`config.mk`:
```
export PLATFORM = sky130hd
export DESIGN_NAME = iobus_hold_latch
export DESIGN_NICKNAME = d
export VERILOG_FILES = /design/src/rtl/iol_pkg.sv /design/src/rtl/iol_decode.sv /design/src/rtl/iol_strobe.sv /design/src/rtl/iol_latch.sv /design/src/rtl/iobus_hold_latch.sv
export SDC_FILE = /design/constraint.sdc
export NUM_CORES = 1
export LEC_CHECK = 0
export ABC_CLOCK_PERIOD_IN_PS = 1200
export BUFFER_PORTS_ARGS = -buffer_cell sky130_fd_sc_hd__buf_4
export CAP_MARGIN = 25
export CORE_UTILIZATION = 44
export DETAILED_ROUTE_END_ITERATION = 8
export PLACE_DENSITY = 0.79
export SLEW_MARGIN = 10
export SYNTH_ARGS = -nofsm -noshare
export SYNTH_HDL_FRONTEND = slang
export SYNTH_SLANG_ARGS = --single-unit
```
`constraint.sdc`:
```
create_clock -name clk -period 1.2 [get_ports clk]
set_clock_uncertainty 0.2 [all_clocks]
set_input_delay 0.06 -clock clk [delete_from_list [all_inputs] [get_ports clk]]
set_output_delay 0.06 -clock clk [all_outputs]
set_load 0.005 [all_outputs]
```
`src/rtl/iol_pkg.sv`:
```
package iol_pkg;

    typedef enum logic [2:0] {
        RG_NONE  = 3'd0,
        RG_SOUND = 3'd1,
        RG_TIMER = 3'd2,
        RG_PAD   = 3'd3,
        RG_IRQ   = 3'd4
    } region_e;

    localparam int NUM_REGIONS = 4;

endpackage

```
`src/rtl/iol_decode.sv`:
```
module iol_decode
    import iol_pkg::*;
#(
    parameter int ADDR_W = 13,
    parameter int DATA_W = 8
) (
    input  logic [ADDR_W-1:0] addr,
    output region_e           region,
    output logic              in_band,
    output logic [DATA_W-1:0] mask
);
    localparam int REG_LSB = 10;
    localparam int SEL_W   = ADDR_W - REG_LSB;

    logic [SEL_W-1:0] sel;
    logic [7:0]       mask8;

    assign sel = addr[ADDR_W-1:REG_LSB];

    always_comb begin
        case (sel)
            SEL_W'(2): region = RG_SOUND;
            SEL_W'(3): region = RG_TIMER;
            SEL_W'(4): region = RG_PAD;
            SEL_W'(5): region = RG_IRQ;
            default:   region = RG_NONE;
        endcase
    end

    assign in_band = (region != RG_NONE);

    always_comb begin
        mask8 = 8'hFF;
        unique case (region)
            RG_SOUND: begin
                case (addr[3:0])
                    4'h0:    mask8 = 8'h03;
                    4'h3:    mask8 = 8'h0F;
                    4'h4:    mask8 = 8'hDF;
                    4'h6:    mask8 = 8'h1F;
                    4'h7:    mask8 = 8'h9F;
                    4'h9:    mask8 = 8'h83;
                    default: mask8 = 8'hFF;
                endcase
            end
            RG_TIMER: mask8 = addr[0] ? 8'h01 : 8'h7F;
            RG_PAD:   mask8 = 8'hFF;
            RG_IRQ:   mask8 = addr[1] ? 8'h03 : 8'hFF;
            default:  mask8 = 8'hFF;
        endcase
    end

    generate
        if (DATA_W > 8) begin : g_wide
            assign mask = {{(DATA_W-8){1'b1}}, mask8};
        end else begin : g_narrow
            assign mask = mask8[DATA_W-1:0];
        end
    endgenerate

endmodule

```
`src/rtl/iol_strobe.sv`:
```
module iol_strobe
    import iol_pkg::*;
#(
    parameter int ADDR_W = 13
) (
    input  logic                   clk,
    input  logic                   rst_n,
    input  logic                   rd_en,
    input  region_e                region,
    input  logic [ADDR_W-1:0]      addr,
    output logic [NUM_REGIONS-1:0] strobe,
    output logic                   stat_clr
);
    localparam logic [3:0] STAT_OFS = 4'h3;

    generate
        for (genvar i = 0; i < NUM_REGIONS; i++) begin : g_stb
            assign strobe[i] = rd_en && (region == region_e'(i + 1));
        end
    endgenerate

    assign stat_clr = strobe[NUM_REGIONS-1] && (addr[3:0] == STAT_OFS);

    assert_strobe_single_R9: assert property (@(posedge clk) disable iff (!rst_n)
        $onehot0(strobe));

    assert_strobe_needs_read_R9: assert property (@(posedge clk) disable iff (!rst_n)
        !rd_en |-> (strobe == '0));

    assert_clr_in_irq_R10: assert property (@(posedge clk) disable iff (!rst_n)
        stat_clr |-> strobe[NUM_REGIONS-1]);

endmodule

```
`src/rtl/iol_latch.sv`:
```
module iol_latch #(
    parameter int DATA_W = 8
) (
    input  logic              clk,
    input  logic              rst_n,
    input  logic              rd_en,
    input  logic              in_band,
    input  logic [DATA_W-1:0] mask,
    input  logic [DATA_W-1:0] raw,
    output logic [DATA_W-1:0] rd_data
);
    typedef struct packed {
        logic [DATA_W-1:0] hold;
    } state_t;

    state_t state_d, state_q;
    logic [DATA_W-1:0] merged;

    always_comb begin
        state_d = state_q;
        merged  = raw | (state_q.hold & ~mask);
        if (!rd_en) begin
            rd_data = state_q.hold;
        end else if (in_band) begin
            rd_data      = merged;
            state_d.hold = merged;
        end else begin
            rd_data = raw;
        end
    end

    always_ff @(posedge clk or negedge rst_n) begin
        if (!rst_n) state_q <= '0;
        else        state_q <= state_d;
    end

    assert_hold_idle_R8: assert property (@(posedge clk) disable iff (!rst_n)
        !rd_en |=> $stable(state_q.hold));

    assert_hold_outband_R2: assert property (@(posedge clk) disable iff (!rst_n)
        (rd_en && !in_band) |=> $stable(state_q.hold));

    assert_update_from_output_R3: assert property (@(posedge clk) disable iff (!rst_n)
        (rd_en && in_band) |=> (state_q.hold == $past(rd_data)));

    assert_driven_bits_R3: assert property (@(posedge clk) disable iff (!rst_n)
        (rd_en && in_band) |-> ((rd_data & mask) == (raw & mask)));

endmodule

```
`src/rtl/iobus_hold_latch.sv`:
```
module iobus_hold_latch
    import iol_pkg::*;
#(
    parameter int ADDR_W = 13,
    parameter int DATA_W = 8
) (
    input  logic                   clk,
    input  logic                   rst_n,
    input  logic                   rd_en,
    input  logic [ADDR_W-1:0]      rd_addr,
    input  logic [DATA_W-1:0]      raw_data,
    output logic [DATA_W-1:0]      rd_data,
    output logic [NUM_REGIONS-1:0] rd_strobe,
    output logic                   irq_stat_clr
);
    region_e           region;
    logic              in_band;
    logic [DATA_W-1:0] mask;

    iol_decode #(.ADDR_W(ADDR_W), .DATA_W(DATA_W)) u_decode (
        .addr    (rd_addr),
        .region  (region),
        .in_band (in_band),
        .mask    (mask)
    );

    iol_latch #(.DATA_W(DATA_W)) u_latch (
        .clk     (clk),
        .rst_n   (rst_n),
        .rd_en   (rd_en),
        .in_band (in_band),
        .mask    (mask),
        .raw     (raw_data),
        .rd_data (rd_data)
    );

    iol_strobe #(.ADDR_W(ADDR_W)) u_strobe (
        .clk      (clk),
        .rst_n    (rst_n),
        .rd_en    (rd_en),
        .region   (region),
        .addr     (rd_addr),
        .strobe   (rd_strobe),
        .stat_clr (irq_stat_clr)
    );

    assert_outband_raw_R2: assert property (@(posedge clk) disable iff (!rst_n)
        (rd_en && (rd_strobe == '0)) |-> (rd_data == raw_data));

endmodule

```
==> flow_summary.ini, run 1 <==
[clocking]
cts_tree = yes
cts.reportedPaths.clkPinSlew_ns = 0.05
htreeDepth = 1
cts_buffer_depth = 2
insertion_delay_ns = 0.27
cts_root_buf = clkbuf_4
numCtsBuffers = 3
cts.sinks = 8

[drt]
drt-pass1-iter-count = 4
routedWlPerCell_um = 19.1
routed_wl_um = 2910
drtIter0Drc = 42
drc = 0
postRouteAntennaNets = 0
vias = 892
via_per_inst = 5.87

[grt]
antenna_found_initial = 0
track_usage_pct = 31.4
grt_pass1_vias = 895
grt_max_degree = 14
grt_pass1_wl_um = 4110
overflow = 0

[place]
place_ws_ns = -0.242
placedInstanceArea_mm2 = 0.00102
port_buffers = 30
placed_cells = 132
dp_hpwl_um = 1490
gp_congestion = 0.869

[synth]
ys_seq_area_share_pct = 28.3
synth_top_area_share_pct = 28.3
syn_area_um2 = 707
synthArstFlopShare_pct = 100
netlist_top_cells_area = dfrtp_1 (28%), mux2i_1 (11%), a22o_1 (7.4%)
synthTopCellsByCount = nand2_1 (10), dfrtp_1 (8), mux2i_1 (8)
synth_ff_type = dfrtp_1
ys_seq_elements = 8
synth_top_area_cell = dfrtp_1
yosysUniqueCellTypes = 33
synth.avg_cell_area_um2 = 9.30
synth_edf_count = 0
syn-instance-count = 76
synth_most_common_cell = nand2_1
syn_nets = 100
ys_warn_count = 0

[timing]
setup_tns_ns = -1.51
period_needed_ns = 1.45
slew_violations = 0
fin_crit_sh_pct = 121
finalSetupViolCount = 11
finalHoldViolCount = 0
max_freq_ghz = 0.691
worstMarginPinSlew_ns = 0.282
max_slew_margin_pct = 81.1
whs_ns = 0.0161
rsz0062_at_grt = yes
worst_slack_ns = -0.247

[floorplanning]
die_w_um = 42.1
rows = 14
core_mm2 = 0.00151
die_h_um = 42.1
start_util_pct = 46.9
ioPinCount = 37
die_area_mm2 = 0.00177

[power]
p_switching_uw = 379
power.total_mw = 1.13
internal_power_uw = 746
leakagePower_nw = 0.622
power_density_mw_per_mm2 = 838
pwr-share-comb_pct = 47.6
switching_share_pct = 33.7
power_frac_seq_pct = 32.4
ir_worst_vdd_mv = 0.703
clockPowerShare_pct = 20.1

[final_layout]
post-route-util_pct = 89.1
nFillCells = 62
layout-drive-gt1-share_pct = 55.9
finalInstanceArea_mm2 = 0.00134
insertedDiodeCount = 0
layout.cells.non_filler = 152
multi_input_comb_area_um2 = 572
top_regs = u_latch.state_q (8)
largest_reg_flops = 8
regMostFlops = u_latch.state_q
num-nets-final = 162
regArea_um2 = 200
area_growth_pct = 89.9

[worst_setup_path]
crit_type = reg2out
critPathRequiredTime_ns = 0.94
cp.arrival_ns = 1.19
crit_path_start_kind = flip-flop
end_kind = output port
cp_max_fo = 2

[job]
max_cap_violations = 0

[outcome]
status = finished with violations
violations = negative setup slack

[hold_path]
hp-class = in2reg
-- area by class of cell --
class | instances | area share, %
Clock buffer | 3 | 1.68
Inverter | 1 | 0.280
Multi-Input combinational cell | 63 | 42.6
Sequential cell | 8 | 14.9
Tap cell | 16 | 1.49
Timing Repair Buffer | 61 | 39.0
-- critical path, cell delays in order, from the launching register on --
cell and delay, ns:
dfrtp_1 0.37, a21boi_2 0.16, o41ai_2 0.06, buf_4 0.17
nand2_2 0.05, buf_6 0.11
-- path summary, 6_finish.rpt --
check                                    from                  to  slack [ns]  depth (start not counted)
max                        u_latch.state_q[7]          rd_data[7]       -0.25                          5
min                               rd_addr[10]  u_latch.state_q[6]        0.02                          5
max reg2reg                u_latch.state_q[7]  u_latch.state_q[7]       -0.02                          5
min reg2reg                u_latch.state_q[3]  u_latch.state_q[3]        0.32                          1
max in group asynchronous               rst_n  u_latch.state_q[5]        0.15                          3
min in group asynchronous               rst_n  u_latch.state_q[0]        0.50                          3
-- routing by layer --
| metal | part of all wire, % | GRT usage (%) | up-vias |
|---|---|---|---|
| li1 | - | - | 403 |
| met1 | 39 | 34.2 | 426 |
| met2 | 51 | 56.9 | 57 |
| met3 | 8.4 | 8.62 | 6 |
| met4 | 0.96 | 12.5 | 0 |
| met5 | 0 | 0 | - |
-- power groups by stage --
stage / registers (mW) / logic [mW] / clock network [mW]
global route: 0.368 / 0.569 / 0.239
global placement: 0.359 / 0.376 / 0
floorplan: 0.352 / 0.198 / 0
CTS: 0.357 / 0.457 / 0.209
finish: 0.364 / 0.535 / 0.226
detailed placement: 0.361 / 0.386 / 0
-- cells by family (layout without fill, tap and decap cells) --
| group | after synthesis | count (layout) | synth area share, % |
|---|---|---|---|
| xor+xnor | 1 | 1 | 1.24 |
| simple gates | 31 | 31 | 25.5 |
| mux | 10 | 10 | 15.0 |
| flops | 8 | 8 | 28.3 |
| buf+inv | 5 | 65 | 6.02 |
| compound gates | 21 | 21 | 23.9 |
-- layout by cell type (no fill, tap or decap), types with 3 or more instances in the layout --
cell type,synthesis,final
dfrtp_1,8,8
buf_6,3,5
nand2_1,10,8
buf_8,0,3
o21ai_2,2,3
buf_4,0,43
mux2i_1,8,8
clkbuf_4,0,3
nand2b_1,5,3
a22o_1,6,6
dlygate4sd3_1,0,10
-- what timing repair did --
item / in CTS / in global routing
endpoints found under the setup margin: 9 / 18
pin swaps: 6 / 7
hold buffers: 10 / 0
gates resized for setup: 12 / 19
buffers inserted: 4 / 5
gates cloned: 0 / 0
hold endpoints to repair: 16 / 0
Note: power is estimated with default switching activity, not from simulation.
==> run 2, diff against run 1 <==
--- a/config.mk
+++ b/config.mk
@@ -8,10 +8,13 @@
 export ABC_CLOCK_PERIOD_IN_PS = 1200
 export BUFFER_PORTS_ARGS = -buffer_cell sky130_fd_sc_hd__buf_4
 export CAP_MARGIN = 25
-export CORE_UTILIZATION = 44
+export CELL_PAD_IN_SITES_DETAIL_PLACEMENT = 0
+export CELL_PAD_IN_SITES_GLOBAL_PLACEMENT = 1
+export CORE_UTILIZATION = 31
 export DETAILED_ROUTE_END_ITERATION = 8
-export PLACE_DENSITY = 0.79
+export PLACE_DENSITY = 0.78
 export SLEW_MARGIN = 10
 export SYNTH_ARGS = -nofsm -noshare
 export SYNTH_HDL_FRONTEND = slang
 export SYNTH_SLANG_ARGS = --single-unit
+export TNS_END_PERCENT = 30
==> flow_summary.ini, run 2 (synthesis results as in run 1) <==
[outcome]
status = finished with violations
violations = negative setup slack

[timing]
period_needed_ns = 1.44
worst_slack_ns = -0.235
worstMarginPinSlew_ns = 0.320
rsz0062_at_grt = yes
finalSetupViolCount = 9
slew_violations = 0
whs_ns = 0.0542
finalHoldViolCount = 0
max_freq_ghz = 0.697
fin_crit_sh_pct = 120
setup_tns_ns = -0.990
max_slew_margin_pct = 78.5

[drt]
routedWlPerCell_um = 14.3
vias = 824
drtIter0Drc = 8
drt-pass1-iter-count = 4
postRouteAntennaNets = 0
drc = 0
routed_wl_um = 2330
via_per_inst = 5.06

[hold_path]
hp-start = rd_addr[10]
min_delay_path_depth = 5
hp-class = in2reg
worst_hold_path.endpoint = u_latch.state_q[4]

[clocking]
cts.sinks = 8
cts_root_buf = clkbuf_4
insertion_delay_ns = 0.26
htreeDepth = 1
cts_buffer_depth = 2
cts.reportedPaths.clkPinSlew_ns = 0.06
cts_tree = yes
numCtsBuffers = 3

[final_layout]
insertedDiodeCount = 0
num-nets-final = 162
nFillCells = 187
area_growth_pct = 84.8
layout_commonest_cell = buf_4
largest_reg_flops = 8
layout.cells.non_filler = 163
finalInstanceArea_mm2 = 0.00131
regMostFlops = u_latch.state_q
layout-drive-gt1-share_pct = 51.5
mostFrequentLayoutCells = buf_4 (45), dlygate4sd3_1 (10), nand2_1 (9), mux2i_1 (8), dfrtp_1 (8)
top_regs = u_latch.state_q (8)
post-route-util_pct = 64.0

[worst_setup_path]
reg2reg_slack_ns = 0.09
cp_max_fo = 2
slowest_delay_ns = 0.38
cp.arrival_ns = 1.18
timing.rr.end = u_latch.state_q[7]
end_kind = output port
path_cells = a21boi_2 -> o41ai_2 -> buf_4 -> nand2_2 -> buf_6
critPathRequiredTime_ns = 0.94
crit_path_start_kind = flip-flop
crit_type = reg2out
r2r_cells = 4
timing.rr.start = u_latch.state_q[7]
crit_start = u_latch.state_q[7]
cp_slowest_cell = dfrtp_1

[job]
max_cap_violations = 0

[grt]
track_usage_pct = 19.6
grt_pass1_vias = 837
overflow = 0
grt_max_degree = 14
grt_pass1_wl_um = 3720
antenna_found_initial = 0

[power]
power_frac_seq_pct = 34.2
ir_worst_vdd_mv = 0.694
internal_power_uw = 726
leakagePower_nw = 0.610
power.total_mw = 1.05
clockPowerShare_pct = 20.5
p_switching_uw = 328
switching_share_pct = 31.1
power_density_mw_per_mm2 = 807
pwr-share-comb_pct = 45.3

[place]
placedInstanceArea_mm2 = 0.00105
placed_cells = 145
port_buffers = 30
gp_congestion = 0.760
place_ws_ns = -0.249
dp_hpwl_um = 1540

[floorplanning]
die_area_mm2 = 0.00248
core_mm2 = 0.00204
die_h_um = 49.8
rows = 16
ioPinCount = 37
start_util_pct = 34.6
die_w_um = 49.8
[run 2: cell count changes in the layout (fill, tap and decap cells not counted), moves of 2 or more]
cell    change
buf_12      +2
buf_6       -2
buf_8       -2
buf_4       +2
[run 2: per-layer routing]
layer / GRT usage [%] / share of wire (%)
met1: 26.1 / 43
met2: 32.2 / 51
met3: 5.25 / 5.6
met4: 2.86 / 0.43
met5: 0 / 0
[run 2: how the worst max path moves through the flow]
stage                     slack [ns]  cells past startpoint                 end
after floorplan                 0.03                      5  u_latch.state_q[6]
after global placement         -0.22                      4  u_latch.state_q[0]
after detailed placement       -0.25                      4  u_latch.state_q[0]
after CTS                      -0.24                      5          rd_data[7]
after global routing           -0.29                      5          rd_data[7]
final                          -0.24                      5          rd_data[7]
[run 2: layout make-up]
type / instances / area (um2) / area share [%]
sequential: 8 / 200 / 15.3
clock buffer: 3 / 22.5 / 1.72
multi-input combinational: 63 / 519 / 39.8
inverter: 1 / 3.75 / 0.287
timing repair buffer: 61 / 527 / 40.3
tap: 27 / 33.8 / 2.59
[run 2: power groups by stage]
stage / Clock, mW / Combinational (mW) / Sequential [mW]
6_report: 0.216 / 0.477 / 0.361
5_1_grt: 0.242 / 0.517 / 0.369
3_3_place_gp: 0 / 0.377 / 0.363
3_5_place_dp: 0 / 0.385 / 0.364
4_1_cts: 0.223 / 0.437 / 0.360
2_1_floorplan: 0 / 0.198 / 0.352
[run 2: worst max-delay path, delay by kind of cell (launching register included)]
kind,cells,cell delay [ns]
compound gates,2,0.21
buf+inv,2,0.27
flops,1,0.38
simple gates,1,0.05
[run 2: what timing repair did]
| action | CTS | global route |
|---|---|---|
| resized for setup | 7 | 12 |
| pin swaps | 3 | 5 |
| setup endpoints to repair | 9 | 17 |
| buffers inserted | 1 | 4 |
| hold buffers | 10 | 0 |
| endpoints found under the hold margin | 16 | 0 |
